`config.mk`:
```
export PLATFORM = sky130hd
export DESIGN_NAME = adc2_serial_master
export DESIGN_NICKNAME = d
export VERILOG_FILES = /design/src/rtl/adc2m_pkg.sv /design/src/rtl/adc2m_ctrl.sv /design/src/rtl/adc2m_dpath.sv /design/src/rtl/adc2_serial_master.sv
export SDC_FILE = /design/constraint.sdc
export NUM_CORES = 1
export LEC_CHECK = 0
export BUFFER_PORTS_ARGS = -buffer_cell sky130_fd_sc_hd__buf_2
export CAP_MARGIN = 20
export CORE_MARGIN = 4
export CORE_UTILIZATION = 58
export CTS_CLUSTER_DIAMETER = 50
export DETAILED_ROUTE_END_ITERATION = 12
export GPL_TIMING_DRIVEN = 0
export PLACE_DENSITY_LB_ADDON = 0.15
export SYNTH_ARGS = -nofsm -noshare
export SYNTH_HDL_FRONTEND = slang
export SYNTH_HIERARCHICAL = 1
export SYNTH_SLANG_ARGS = --single-unit
```
`constraint.sdc`:
```
create_clock -name clk -period 2.5 [get_ports clk]
set_input_delay 0.25 -clock clk [delete_from_list [all_inputs] [get_ports clk]]
set_output_delay 0.25 -clock clk [all_outputs]
set_load 0.02 [all_outputs]
```
`src/rtl/adc2m_pkg.sv`:
```
package adc2m_pkg;
  localparam int FRAME_LEN = 16;

  typedef struct packed {
    logic start;   // open a frame: select low, load the request word
    logic toggle;  // flip the serial clock
    logic finish;  // close the frame: select high, judge the word
  } adc2m_strobe_t;

  typedef enum logic [1:0] {
    ST_QUIET = 2'd0,
    ST_RUN   = 2'd1,
    ST_PUSH  = 2'd2
  } adc2m_state_t;
endpackage

```
`src/rtl/adc2m_ctrl.sv`:
```
module adc2m_ctrl
  import adc2m_pkg::*;
#(
  parameter int HALF_DIV  = 2,
  parameter int QUIET_CYC = 4
) (
  input  logic          clk,
  input  logic          rstN,
  input  logic          outBusy,
  output adc2m_strobe_t stb
);
  localparam int DIV_W = $clog2(HALF_DIV + 1);
  localparam int Q_W   = $clog2(QUIET_CYC + 1);
  localparam int EDGES = 2 * FRAME_LEN;
  localparam int E_W   = $clog2(EDGES + 1);
  localparam logic [DIV_W-1:0] DIV_LAST = DIV_W'(HALF_DIV - 1);
  localparam logic [Q_W-1:0]   Q_LAST   = Q_W'(QUIET_CYC - 1);
  localparam logic [E_W-1:0]   E_LAST   = E_W'(EDGES - 1);

  adc2m_state_t     state;
  logic [DIV_W-1:0] divCnt;
  logic [Q_W-1:0]   quietCnt;
  logic [E_W-1:0]   edgeCnt;
  logic             quietDone;
  logic             halfDone;

  assign quietDone = (quietCnt == Q_LAST);
  assign halfDone  = (divCnt == DIV_LAST);

  always_comb begin
    stb        = '0;
    stb.start  = (state == ST_QUIET) && quietDone && !outBusy;
    stb.toggle = (state == ST_RUN) && halfDone;
    stb.finish = (state == ST_PUSH);
  end

  always_ff @(posedge clk) begin
    if (!rstN) begin
      state    <= ST_QUIET;
      divCnt   <= '0;
      quietCnt <= '0;
      edgeCnt  <= '0;
    end else begin
      case (state)
        ST_QUIET: begin
          if (stb.start) begin
            state   <= ST_RUN;
            divCnt  <= '0;
            edgeCnt <= '0;
          end else if (!quietDone) begin
            quietCnt <= quietCnt + 1'b1;
          end
        end
        ST_RUN: begin
          if (halfDone) begin
            divCnt  <= '0;
            edgeCnt <= edgeCnt + 1'b1;
            if (edgeCnt == E_LAST) state <= ST_PUSH;
          end else begin
            divCnt <= divCnt + 1'b1;
          end
        end
        ST_PUSH: begin
          state    <= ST_QUIET;
          quietCnt <= '0;
        end
        default: state <= ST_QUIET;
      endcase
    end
  end
endmodule

```
`src/rtl/adc2m_dpath.sv`:
```
module adc2m_dpath
  import adc2m_pkg::*;
#(
  parameter int RES_BITS = 12
) (
  input  logic          clk,
  input  logic          rstN,
  input  adc2m_strobe_t stb,
  input  logic          nextChan,
  input  logic          miso,
  input  logic          outReady,
  output logic          csN,
  output logic          sclk,
  output logic          mosi,
  output logic          outValid,
  output logic          outChan,
  output logic          outMode,
  output logic [11:0]   outData,
  output logic          frameErr
);
  localparam int FIELD_W = 12;
  localparam int PAD     = FIELD_W - RES_BITS;

  logic [FRAME_LEN-1:0] txShift;
  logic [FRAME_LEN-1:0] rxShift;
  logic [FRAME_LEN-1:0] txWord;
  logic                 reqCur;
  logic                 prevReq;
  logic                 haveReq;
  logic [FIELD_W-1:0]   alignedData;
  logic                 trailOk;
  logic                 leadOk;
  logic                 chanOk;
  logic                 wordGood;

  // request word: channel choice sits in the third bit shifted out
  assign txWord = {2'b00, nextChan, 13'b0};

  generate
    if (PAD == 0) begin : g_full
      assign alignedData = rxShift[FIELD_W-1:0];
      assign trailOk     = 1'b1;
    end else begin : g_short
      assign alignedData = {rxShift[FIELD_W-1:PAD], {PAD{1'b0}}};
      assign trailOk     = (rxShift[PAD-1:0] == '0);
    end
  endgenerate

  assign leadOk   = (rxShift[15:14] == 2'b00);
  assign chanOk   = !haveReq || (rxShift[13] == prevReq);
  assign wordGood = leadOk && trailOk && chanOk;

  always_ff @(posedge clk) begin
    if (!rstN) begin
      csN     <= 1'b1;
      sclk    <= 1'b1;
      mosi    <= 1'b0;
      txShift <= '0;
      rxShift <= '0;
      reqCur  <= 1'b0;
      prevReq <= 1'b0;
      haveReq <= 1'b0;
    end else begin
      if (stb.start) begin
        csN     <= 1'b0;
        mosi    <= txWord[FRAME_LEN-1];
        txShift <= {txWord[FRAME_LEN-2:0], 1'b0};
        reqCur  <= nextChan;
      end
      if (stb.toggle) begin
        sclk <= ~sclk;
        if (!sclk) begin
          rxShift <= {rxShift[FRAME_LEN-2:0], miso};
          mosi    <= txShift[FRAME_LEN-1];
          txShift <= {txShift[FRAME_LEN-2:0], 1'b0};
        end
      end
      if (stb.finish) begin
        csN     <= 1'b1;
        prevReq <= reqCur;
        haveReq <= 1'b1;
      end
    end
  end

  always_ff @(posedge clk) begin
    if (!rstN) begin
      outValid <= 1'b0;
      outChan  <= 1'b0;
      outMode  <= 1'b0;
      outData  <= '0;
      frameErr <= 1'b0;
    end else begin
      frameErr <= 1'b0;
      if (outValid && outReady) outValid <= 1'b0;
      if (stb.finish) begin
        if (wordGood) begin
          outValid <= 1'b1;
          outChan  <= rxShift[13];
          outMode  <= rxShift[12];
          outData  <= alignedData;
        end else begin
          frameErr <= 1'b1;
        end
      end
    end
  end
endmodule

```
`src/rtl/adc2_serial_master.sv`:
```
module adc2_serial_master
  import adc2m_pkg::*;
#(
  parameter int HALF_DIV  = 2,
  parameter int QUIET_CYC = 4,
  parameter int RES_BITS  = 12
) (
  input  logic        clk,
  input  logic        rstN,
  input  logic        nextChan,
  output logic        csN,
  output logic        sclk,
  output logic        mosi,
  input  logic        miso,
  output logic        outValid,
  input  logic        outReady,
  output logic        outChan,
  output logic        outMode,
  output logic [11:0] outData,
  output logic        frameErr
);
  adc2m_strobe_t stb;

  adc2m_ctrl #(
    .HALF_DIV (HALF_DIV),
    .QUIET_CYC(QUIET_CYC)
  ) u_ctrl (
    .clk    (clk),
    .rstN   (rstN),
    .outBusy(outValid),
    .stb    (stb)
  );

  adc2m_dpath #(
    .RES_BITS(RES_BITS)
  ) u_dpath (
    .clk     (clk),
    .rstN    (rstN),
    .stb     (stb),
    .nextChan(nextChan),
    .miso    (miso),
    .outReady(outReady),
    .csN     (csN),
    .sclk    (sclk),
    .mosi    (mosi),
    .outValid(outValid),
    .outChan (outChan),
    .outMode (outMode),
    .outData (outData),
    .frameErr(frameErr)
  );
endmodule

```
; ---- Word-level counts from Yosys, hierarchy flattened
; Cells that the tools add are included.
[classes]
n_reduce_logical = 20
muxes = 23
add_sub_neg = 3
n_eq_ne = 11
bitwise = 2
[op_table]
columns = op, n
row1 = $mux 16, 3
row2 = $mux 6, 2
row3 = $pmux 6 s2, 1
row4 = $mux 2, 5
row5 = $reduce_and 3->1, 3
row6 = $ne 2x2->1 const B, 4
row7 = $pmux 2 s2, 2
row8 = $reduce_and 2->1, 4
row9 = $mux 1, 7
row10 = $add 6x1->6 const B, 1
row11 = $eq 6x5->1 const B, 1
row12 = $mux 3, 2
row13 = $pmux 3 s2, 1
row14 = $logic_and 1x1->1, 5
row15 = $eq 2x1->1 const B, 2
row16 = $logic_not 2->1, 2
row17 = $reduce_bool 2->1, 2
row18 = $add 3x1->3 const B, 1
row19 = $eq 3x2->1 const B, 1
row20 = $add 2x1->2 const B, 1
row21 = $eq 2x2->1 const B, 1
row22 = $logic_not 1->1, 2
row23 = $ne 2x1->1 const B, 1
row24 = $not 1->1, 2
row25 = other kinds (3), 3
[word_totals]
word_cells = 76
regBits = 67
output_inout_bits = 19

; ---- Depth between registers and ports, before layout
; Gate-level depths: netlist (run 1).
[depth]
word_depth = 6
ltp_mapped = 9
mapped_depth_nobuf = 6

; ---- Cells and area by module
; Netlist (run 1), hierarchy kept.
[modules_own_cells]
columns = module, area_each_um2, cells_per_inst, instances
row1 = adc2m_dpath, 1949.4, 198, 1
row2 = adc2m_ctrl, 704.4, 77, 1

; ---- Least setup slack after synthesis (run 1)
; OpenSTA, ideal clock, no wires.
[synth_path]
path_type = register to register
start = register u_ctrl.quietCnt[0]
end = register u_dpath.mosi
t_required_ns = 2.383
slack_ns = 0.376
stages_incl_launch_ff = 10
synth_period_minus_slack_ns = 2.124
arrival_ns = 2.008
path_cell_list = dfxtp_1 -> ha_1 -> ha_1 -> or4b_1 -> buf_6 -> buf_6 -> inv_1 -> nor3b_2 -> clkbuf_1 -> a22o_1
[synth_rtl]
columns = element, line
row1 = from (decl), adc2m_ctrl.sv:22  ; logic [Q_W-1:0] quietCnt;
row2 = from (signal assigned), adc2m_ctrl.sv:51  ; quietCnt <= quietCnt + 1'b1;
row3 = to (signal assigned), adc2m_dpath.sv:66  ; mosi <= txWord[FRAME_LEN-1];
row4 = to (signal assigned), adc2m_dpath.sv:74  ; mosi <= txShift[FRAME_LEN-1];
row5 = to (decl), adc2m_dpath.sv:14  ; output logic mosi,

==> results of run 1 <==
[metal layers]
metal | GRT usage (%) | up-vias | routed length, um
met5 | 0 | - | 0
li1 | - | 1006 | -
met1 | 25.0 | 881 | 2310
met4 | 9.90 | 0 | 80
met3 | 6.07 | 7 | 178
met2 | 26.7 | 33 | 2030
[cell families (layout without fill, tap and decap cells)]
group	count (synthesis)	in the layout	synth area share [%]
simple gates	103	103	18.5
flops	67	67	50.5
compound gates	53	53	16.3
buf+inv	26	63	4.67
mux	21	21	7.92
fa+ha+maj	3	3	1.41
xor+xnor	2	2	0.660
[report_power, final]
group          leakage (nW)  internal [W]  total, W  switching [W]
clock network         0.113      0.000615   0.00100       0.000385
logic                 0.501      0.000111  0.000219       0.000108
registers             0.541       0.00110   0.00113      0.0000275
[stage by stage]
stage / setup TNS, ps / area, um2 / std cells
after detailed placement: 0 / 2830 / 349
after global placement: 0 / 2830 / 349
after global routing: -1.15 / 3060 / 364
after floorplan: 0 / 2650 / 275
final: 0 / 3060 / 364
after CTS: 0 / 3060 / 365
[synth_stat cells, drive strengths merged]
cell	instances
a2111oi	1
a211oi	2
a21boi	22
a21o	2
a21oi	3
a22o	15
and2	2
and2b	1
and3	2
buf	8
clkbuf	11
dfxtp	67
ha	3
inv	7
mux2i	21
nand2	67
nand2b	2
nand3	9
nand3b	3
nand4	1
nor2	2
nor2b	5
nor3b	1
nor4	1
o2111a	1
o211ai	1
o21a	3
o21ai	2
o21bai	1
or2b	1
or3	1
or3b	1
or4	1
or4b	1
or4bb	2
xnor2	1
xor2	1
[layout make-up]
class / count / area (um2)
fill: 344 / 1330
multi-input combinational: 182 / 1190
timing repair buffer: 22 / 110
tap: 52 / 65.1
sequential: 67 / 1340
buffer: 18 / 98.8
clock buffer: 12 / 155
clock inverter: 4 / 72.6
inverter: 7 / 26.3
[worst max-delay path, cell delays in order, from the launching register on]
cell and delay (ps):
dfxtp_1 370, ha_1 160, ha_1 240, or4b_1 470
buf_6 160, buf_6 140, inv_1 160, nor3b_2 120
clkbuf_2 200, a22o_1 210
[registers in the layout, summed over array words and instances, names as in the netlist, 2 cells and up]
name and cells:
u_ctrl/edgeCnt 6, u_dpath/txShift 16, u_ctrl/divCnt 2, u_dpath/outData 12, u_dpath/rxShift 16, u_ctrl/quietCnt 3
u_ctrl/state 2
[worst max-delay path by stage]
stage | from | end | slack, ps | cells past startpoint
2_1_floorplan | u_ctrl/quietCnt[0]$_SDFFE_PN0P_ | u_dpath/mosi$_SDFF_PN0_ | 380 | 9
3_3_place_gp | u_ctrl/quietCnt[0]$_SDFFE_PN0P_ | u_dpath/txShift[8]$_SDFF_PN0_ | 120 | 9
3_5_place_dp | u_ctrl/quietCnt[0]$_SDFFE_PN0P_ | u_dpath/txShift[8]$_SDFF_PN0_ | 110 | 9
4_1_cts | u_ctrl/quietCnt[0]$_SDFFE_PN0P_ | u_dpath/txShift[8]$_SDFF_PN0_ | 80 | 9
5_1_grt | u_ctrl/quietCnt[0]$_SDFFE_PN0P_ | u_dpath/txShift[12]$_SDFF_PN0_ | -0.6 | 9
6_report | u_ctrl/quietCnt[0]$_SDFFE_PN0P_ | u_dpath/txShift[8]$_SDFF_PN0_ | 160 | 9
[repair_timing]
item | in CTS | in global routing
setup endpoints to repair | 0 | 12
hold buffers | 0 | 0
hold endpoints to repair | 0 | 0
resized for setup | 0 | 5
==> flow_summary.ini, run 1 <==
[power]
p_leak_nw = 1.15
ir_drop_uv = 479
power_w = 0.00235
p_per_area_nw_per_um2 = 767

[floorplan]
die_w_um = 75.6
rows = 24
dieArea_um2 = 5720
start_util_pct = 60.5
dieHeight_um = 75.6
core_area_um2 = 4380
pin_count = 24

[placement]
dp_slack_ps = 114
portBuffers = 22
place_hpwl_um = 3140
gp_congestion = 0.794

[routing]
vias_per_cell = 5.29
drc = 0
vias = 1927
final_antenna_net_count = 0
first_iter_violations = 65
dr.pass1.iters = 4
drt_wl_total_um = 4600
routedWlPerCell_um = 12.6

[clock_network]
clk_pin_slew_ps = 70
worstSkewPairLatency_ps = 340
cts_root_buf = clkbuf_8
htree_levels = 3
cts_buffer_depth = 2
cts_tree = yes
clock-sinks = 67
post_cts_buffers = 0
cts_made_buffers = 9

[sta]
fin_skew_ps = 8.42
hold_ws_ps = 167
slew_headroom_pct = 58.8
finalSetupViolCount = 0
tightestPinTransition_ps = 619
finalHoldViolCount = 0
fin_crit_ps = 2340
period_share_pct = 93.6
fin_ws_ps = 159
slew_viol_final = 0
fmax_mhz = 427

[worst_setup_path]
crit_arrival_ps = 2570
cp.required_ps = 2730
r2r_start = u_ctrl/quietCnt[0]$_SDFFE_PN0P_
r2r_setup_slack_ps = 160
path_class = reg -> reg
end_kind = flip-flop
r2r_cells = 9
cp-start-kind = flip-flop
critPathMaxFanout = 10
r2r-end = u_dpath/txShift[8]$_SDFF_PN0_

[layout]
fin_util_pct = 69.8
final_cell_mix = 67 x nand2_1, 66 x dfxtp_1, 24 x buf_2, 21 x mux2i_1, 21 x a21boi_0
n_antenna_cell = 0
area_growth_pct = 15.3
layout.nets = 315
layout-drive-gt1-share_pct = 16.0
final_common_cell = nand2_1

[min_path]
hp-class = in -> reg
hold_end = u_dpath/rxShift[0]$_SDFFE_PN0P_
hold_depth = 3
hold_path.startpoint = miso

[global_route]
globalRouteOverflowTotal = 0
grt_pass1_vias = 1787
grt_max_degree = 12
grtUsageTotal_pct = 18.7
antenna_found_initial = 0
grt_pass1_wl_um = 7920

[outcome]
status = finished, final reports clean

[synthesis]
mappedNetlistArea_um2 = 2650
yosysTopAreaCellShare_pct = 50.5
ys_top_cells_by_area = dfxtp_1 51%, nand2_1 9.5%, mux2i_1 7.9%, a21boi_0 5.9%, a22o_1 5.0%
yosys_register_bits = 67
avgSynthCellArea_um2 = 9.65
synth_warnings = 6
yosys.area.top_type = dfxtp_1
syn_nets = 283
seq_area_frac_synth_pct = 50.5
synthDistinctLibCells = 41
netlist_instances = 275

[flow_run]
cap_violations = 0
Power figures use the tool's default switching activity.
==> run 2, diff against run 1 <==
--- a/config.mk
+++ b/config.mk
@@ -7,8 +7,10 @@
 export LEC_CHECK = 0
 export BUFFER_PORTS_ARGS = -buffer_cell sky130_fd_sc_hd__buf_2
 export CAP_MARGIN = 20
+export CELL_PAD_IN_SITES_DETAIL_PLACEMENT = 0
+export CELL_PAD_IN_SITES_GLOBAL_PLACEMENT = 2
 export CORE_MARGIN = 4
-export CORE_UTILIZATION = 58
+export CORE_UTILIZATION = 37
 export CTS_CLUSTER_DIAMETER = 50
 export DETAILED_ROUTE_END_ITERATION = 12
 export GPL_TIMING_DRIVEN = 0
==> flow_summary.ini, run 2 (same netlist as run 1, synthesis figures left out) <==
[outcome]
status = finished, final reports clean

[power]
sw_frac_of_total_pct = 21.7
p_leak_nw = 1.17
ir_drop_uv = 267
p_int_w = 0.00201
comb_power_share_pct = 8.8
p_per_area_nw_per_um2 = 810
p_switching_w = 0.000556
p_clk_share_pct = 47.1
power_w = 0.00256
p_seq_share_pct = 44.1

[global_route]
grtUsageTotal_pct = 12.9
grt_max_degree = 13
globalRouteOverflowTotal = 0
grt_pass1_vias = 1821
grt_pass1_wl_um = 8780
antenna_found_initial = 0

[sta]
slew_viol_final = 0
fin_skew_ps = 13.0
tns_ps = 0
tightestPinTransition_ps = 659
rsz0062_at_grt = no
period_share_pct = 93.4
fin_crit_ps = 2340
fmax_mhz = 428
finalHoldViolCount = 0
fin_ws_ps = 164
finalSetupViolCount = 0
slew_headroom_pct = 56.0

[routing]
vias_per_cell = 4.82
drc = 0
routedWlPerCell_um = 12.7
first_iter_violations = 56
drt_wl_total_um = 5180
final_antenna_net_count = 0
dr.pass1.iters = 4
vias = 1967

[clock_network]
clk_pin_slew_ps = 80
clock-sinks = 67
htree_levels = 3
cts_root_buf = clkbuf_8
post_cts_buffers = 0
cts_made_buffers = 9
cts-hold-fix-buffers = 0
cts_tree = yes
worstSkewPairLatency_ps = 330
cts_buffer_depth = 2

[layout]
final_common_cell = nand2_1
fin_cells = 408
n_antenna_cell = 0
top_regs = u_dpath/rxShift (16), u_dpath/txShift (16), u_dpath/outData (12)
final_area_um2 = 3160
final_cell_mix = 67 x nand2_1, 66 x dfxtp_1, 24 x buf_2, 21 x mux2i_1, 21 x a21boi_0
layout.nets = 315
area_growth_pct = 19.1
layout-drive-gt1-share_pct = 16.3

[floorplan]
dieArea_um2 = 8590
rows = 30
dieHeight_um = 92.7
pin_count = 24
die_w_um = 92.7
start_util_pct = 38.6
core_area_um2 = 6870

[worst_setup_path]
crit_path_frequent_cell = buf_6
crit_chain = ha_1, ha_2, or4b_1, buf_6, buf_6, inv_1, nor3b_2, clkbuf_2, a22o_1
crit_path_max_incr_delay_ps = 470
cp_top_family = buffers and inverters
path_class = reg -> reg
cp.required_ps = 2730
end_kind = flip-flop
critPathMaxFanout = 10
cp_num_buf_inv = 4
crit_arrival_ps = 2570
slowest_stage = or4b_1
cp-start-kind = flip-flop

[flow_run]
cap_violations = 0

[placement]
dp_slack_ps = 61.0
portBuffers = 22
place_hpwl_um = 3570
placed_area_um2 = 2880
gp_congestion = 0.698
post-place-cells = 393

[min_path]
hp-class = in -> reg
-- run 2: timing repair --
action,CTS,global route
setup endpoints to repair,0,13
endpoints found under the hold margin,0,0
gates resized for setup,0,5
-- run 2: area by class of cell --
cell class              count  area [um2]
inverters                   7        26.3
flip-flops and latches     67        1340
fillers                   696        3710
multi-input cells         182        1190
repair buffers             22         110
plain buffers              18        97.6
well taps                  96         120
clock buffers              10         138
clock inverters             6         136
-- run 2: worst min-delay path, stage by stage --
cell and delay (ps):
buf_2 100, nand2_1 40, a21boi_0 60
-- run 2: worst paths after layout --
kind | startpoint | end | slack (ps) | cells past startpoint
worst max register to register | u_ctrl/quietCnt[0]$_SDFFE_PN0P_ | u_dpath/txShift[12]$_SDFF_PN0_ | 160 | 9
worst min register to register | u_dpath/outData[11]$_SDFFE_PN0P_ | u_dpath/outData[11]$_SDFFE_PN0P_ | 450 | 2
worst min-delay path | miso | u_dpath/rxShift[0]$_SDFFE_PN0P_ | 170 | 3
worst max-delay path | u_ctrl/quietCnt[0]$_SDFFE_PN0P_ | u_dpath/txShift[12]$_SDFF_PN0_ | 160 | 9
-- run 2: power groups by stage --
stage	clock network [W]	registers [W]	logic (W)
finish	0.00121	0.00113	0.000224
global route	0.00130	0.00114	0.000255
CTS	0.00125	0.00113	0.000225
detailed placement	0	0.00115	0.000224
global placement	0	0.00115	0.000221
floorplan	0	0.00115	0.000176
-- run 2: stage by stage --
stage	hold WS (ps)	utilization (%)
global route	179	46.0
CTS	150	46.0
global placement	440	42.0
detailed placement	443	42.0
finish	171	46.0
floorplan	395	-
-- run 2: routing by layer --
layer	vias up	share of wire, %	GRT usage (%)
met1	934	53	17.9
met4	0	1.4	6.96
met5	-	0	0
met3	5	2.5	2.92
li1	1005	-	-
met2	23	43	18.3
==> run 3, diff against run 2 <==
--- a/config.mk
+++ b/config.mk
@@ -10,7 +10,8 @@
 export CELL_PAD_IN_SITES_DETAIL_PLACEMENT = 0
 export CELL_PAD_IN_SITES_GLOBAL_PLACEMENT = 2
 export CORE_MARGIN = 4
-export CORE_UTILIZATION = 37
+export CORE_UTILIZATION = 39
+export CTS_BUF_LIST = sky130_fd_sc_hd__clkbuf_4
 export CTS_CLUSTER_DIAMETER = 50
 export DETAILED_ROUTE_END_ITERATION = 12
 export GPL_TIMING_DRIVEN = 0
@@ -19,3 +20,4 @@
 export SYNTH_HDL_FRONTEND = slang
 export SYNTH_HIERARCHICAL = 1
 export SYNTH_SLANG_ARGS = --single-unit
+export TNS_END_PERCENT = 10
==> flow_summary.ini, run 3 (same netlist as run 1, synthesis figures left out) <==
[sta]
tns_ps = 0
fin_ws_ps = 229
fmax_mhz = 440
fin_crit_ps = 2270
finalSetupViolCount = 0
period_share_pct = 90.8
slew_viol_final = 0
fin_skew_ps = 18.3
rsz0062_at_grt = no
finalHoldViolCount = 0
tightestPinTransition_ps = 683
slew_headroom_pct = 54.4

[layout]
top_regs = u_dpath/rxShift (16), u_dpath/txShift (16), u_dpath/outData (12)
final_area_um2 = 2990
fill_cells = 657
area_growth_pct = 12.5
n_antenna_cell = 0
final_cell_mix = 67 x nand2_1, 66 x dfxtp_1, 24 x buf_2, 21 x mux2i_1, 21 x a21boi_0
layout-drive-gt1-share_pct = 16.3
layout.nets = 315
fin_cells = 389
final_common_cell = nand2_1

[routing]
dr.pass1.iters = 4
drc = 0
drt_wl_total_um = 5110
final_antenna_net_count = 0
first_iter_violations = 71
routedWlPerCell_um = 13.1
vias = 1922
vias_per_cell = 4.94

[worst_setup_path]
r2r_start = u_ctrl/state[1]$_SDFFE_PN0P_
cp-start-kind = flip-flop
crit_chain = or4bb_1, buf_2, inv_1, nor2b_1, buf_2, and2_1, clkbuf_4, a22o_1
cp_top_family = simple AND/OR/NAND/NOR gates
crit_path_frequent_cell = buf_2
r2r_cells = 8
cp_num_buf_inv = 4
critPathMaxFanout = 10
slowest_stage = or4bb_1
path_class = reg -> reg
crit_arrival_ps = 2610
crit_path_max_incr_delay_ps = 480
cp.required_ps = 2840
end_kind = flip-flop
r2r-end = u_dpath/txShift[9]$_SDFF_PN0_
r2r_setup_slack_ps = 230

[clock_network]
cts_made_buffers = 9
htree_levels = 3
clk_pin_slew_ps = 110
cts_buffer_depth = 2
worstSkewPairLatency_ps = 400
cts_root_buf = clkbuf_4
cts_tree = yes
clock-sinks = 67

[global_route]
globalRouteOverflowTotal = 0
grt_pass1_vias = 1897
grt_pass1_wl_um = 9020
grtUsageTotal_pct = 13.6
antenna_found_initial = 0
grt_max_degree = 12

[placement]
gp_congestion = 0.724
portBuffers = 22
post-place-cells = 374
dp_slack_ps = 70.4
placed_area_um2 = 2860
place_hpwl_um = 3540

[min_path]
hold_depth = 3
hp-class = in -> reg
hold_end = u_dpath/rxShift[0]$_SDFFE_PN0P_
hold_path.startpoint = miso

[floorplan]
rows = 29
start_util_pct = 40.9
dieHeight_um = 90.5
die_w_um = 90.5
dieArea_um2 = 8190
pin_count = 24
core_area_um2 = 6490

[power]
ir_drop_uv = 274
p_leak_nw = 1.10
p_per_area_nw_per_um2 = 654

[outcome]
status = finished, final reports clean

[flow_run]
cap_violations = 0
[run 3: cell types whose count changed in the layout (fill, tap and decap cells not counted), moves of 2 or more]
cell	change
clkinv_2	+2
clkbuf_8	-10
bufinv_16	-4
clkbuf_4	+11
[run 3: layer usage]
metal | part of all wire, % | wire, um | global-route usage [%]
met1 | 51 | 2590 | 18.0
met2 | 45 | 2290 | 20.6
met3 | 2.8 | 143 | 3.17
met4 | 1.8 | 92 | 6.89
met5 | 0 | 0 | 0
[run 3: how the worst max path moves through the flow]
stage / from / end / slack, ps / cells past startpoint
4_1_cts: u_ctrl/state[0]$_SDFFE_PN0P_ / u_dpath/txShift[9]$_SDFF_PN0_ / 40 / 9
2_1_floorplan: u_ctrl/quietCnt[0]$_SDFFE_PN0P_ / u_dpath/mosi$_SDFF_PN0_ / 380 / 9
3_3_place_gp: u_ctrl/quietCnt[0]$_SDFFE_PN0P_ / u_dpath/txShift[8]$_SDFF_PN0_ / 80 / 9
3_5_place_dp: u_ctrl/quietCnt[0]$_SDFFE_PN0P_ / u_dpath/txShift[9]$_SDFF_PN0_ / 70 / 9
6_report: u_ctrl/state[1]$_SDFFE_PN0P_ / u_dpath/txShift[9]$_SDFF_PN0_ / 230 / 8
5_1_grt: u_ctrl/state[1]$_SDFFE_PN0P_ / u_dpath/rxShift[4]$_SDFFE_PN0P_ / 10 / 8
[run 3: where the power goes]
group | switching (W) | internal (W) | leakage [nW]
logic | 0.000114 | 0.000114 | 0.492
clock network | 0.000374 | 0.000222 | 0.0643
registers | 0.0000277 | 0.00110 | 0.541
total | 0.000516 | 0.00144 | 1.10
[run 3: stage by stage]
stage / utilization [%] / hold slack, ps / total power [W]
finish: 46.0 / 105 / 0.00195
CTS: 45.8 / 74.5 / 0.00198
global placement: 44.0 / 441 / 0.00137
global route: 46.0 / 103 / 0.00206
floorplan: - / 395 / 0.00133
detailed placement: 44.0 / 443 / 0.00138
[run 3: repair_timing]
| item | in CTS | in global routing |
|---|---|---|
| setup endpoints to repair | 0 | 16 |
| setup buffers | 0 | 0 |
| gates resized for setup | 0 | 7 |
| hold buffers | 0 | 0 |
[run 3: layout make-up]
cell class	instances	area, um2	area share [%]
clock inverter	5	30.0	1.01
timing repair buffer	22	110	3.69
sequential	67	1340	45.0
clock buffer	11	82.6	2.77
tap	77	96.3	3.23
buffer	18	98.8	3.31
inverter	7	30.0	1.01
multi-input combinational	182	1190	40.0
[run 3: tightest hold or removal path, stage by stage]
cell      delay, ps
buf_2           100
nand2_1          40
a21boi_0         60
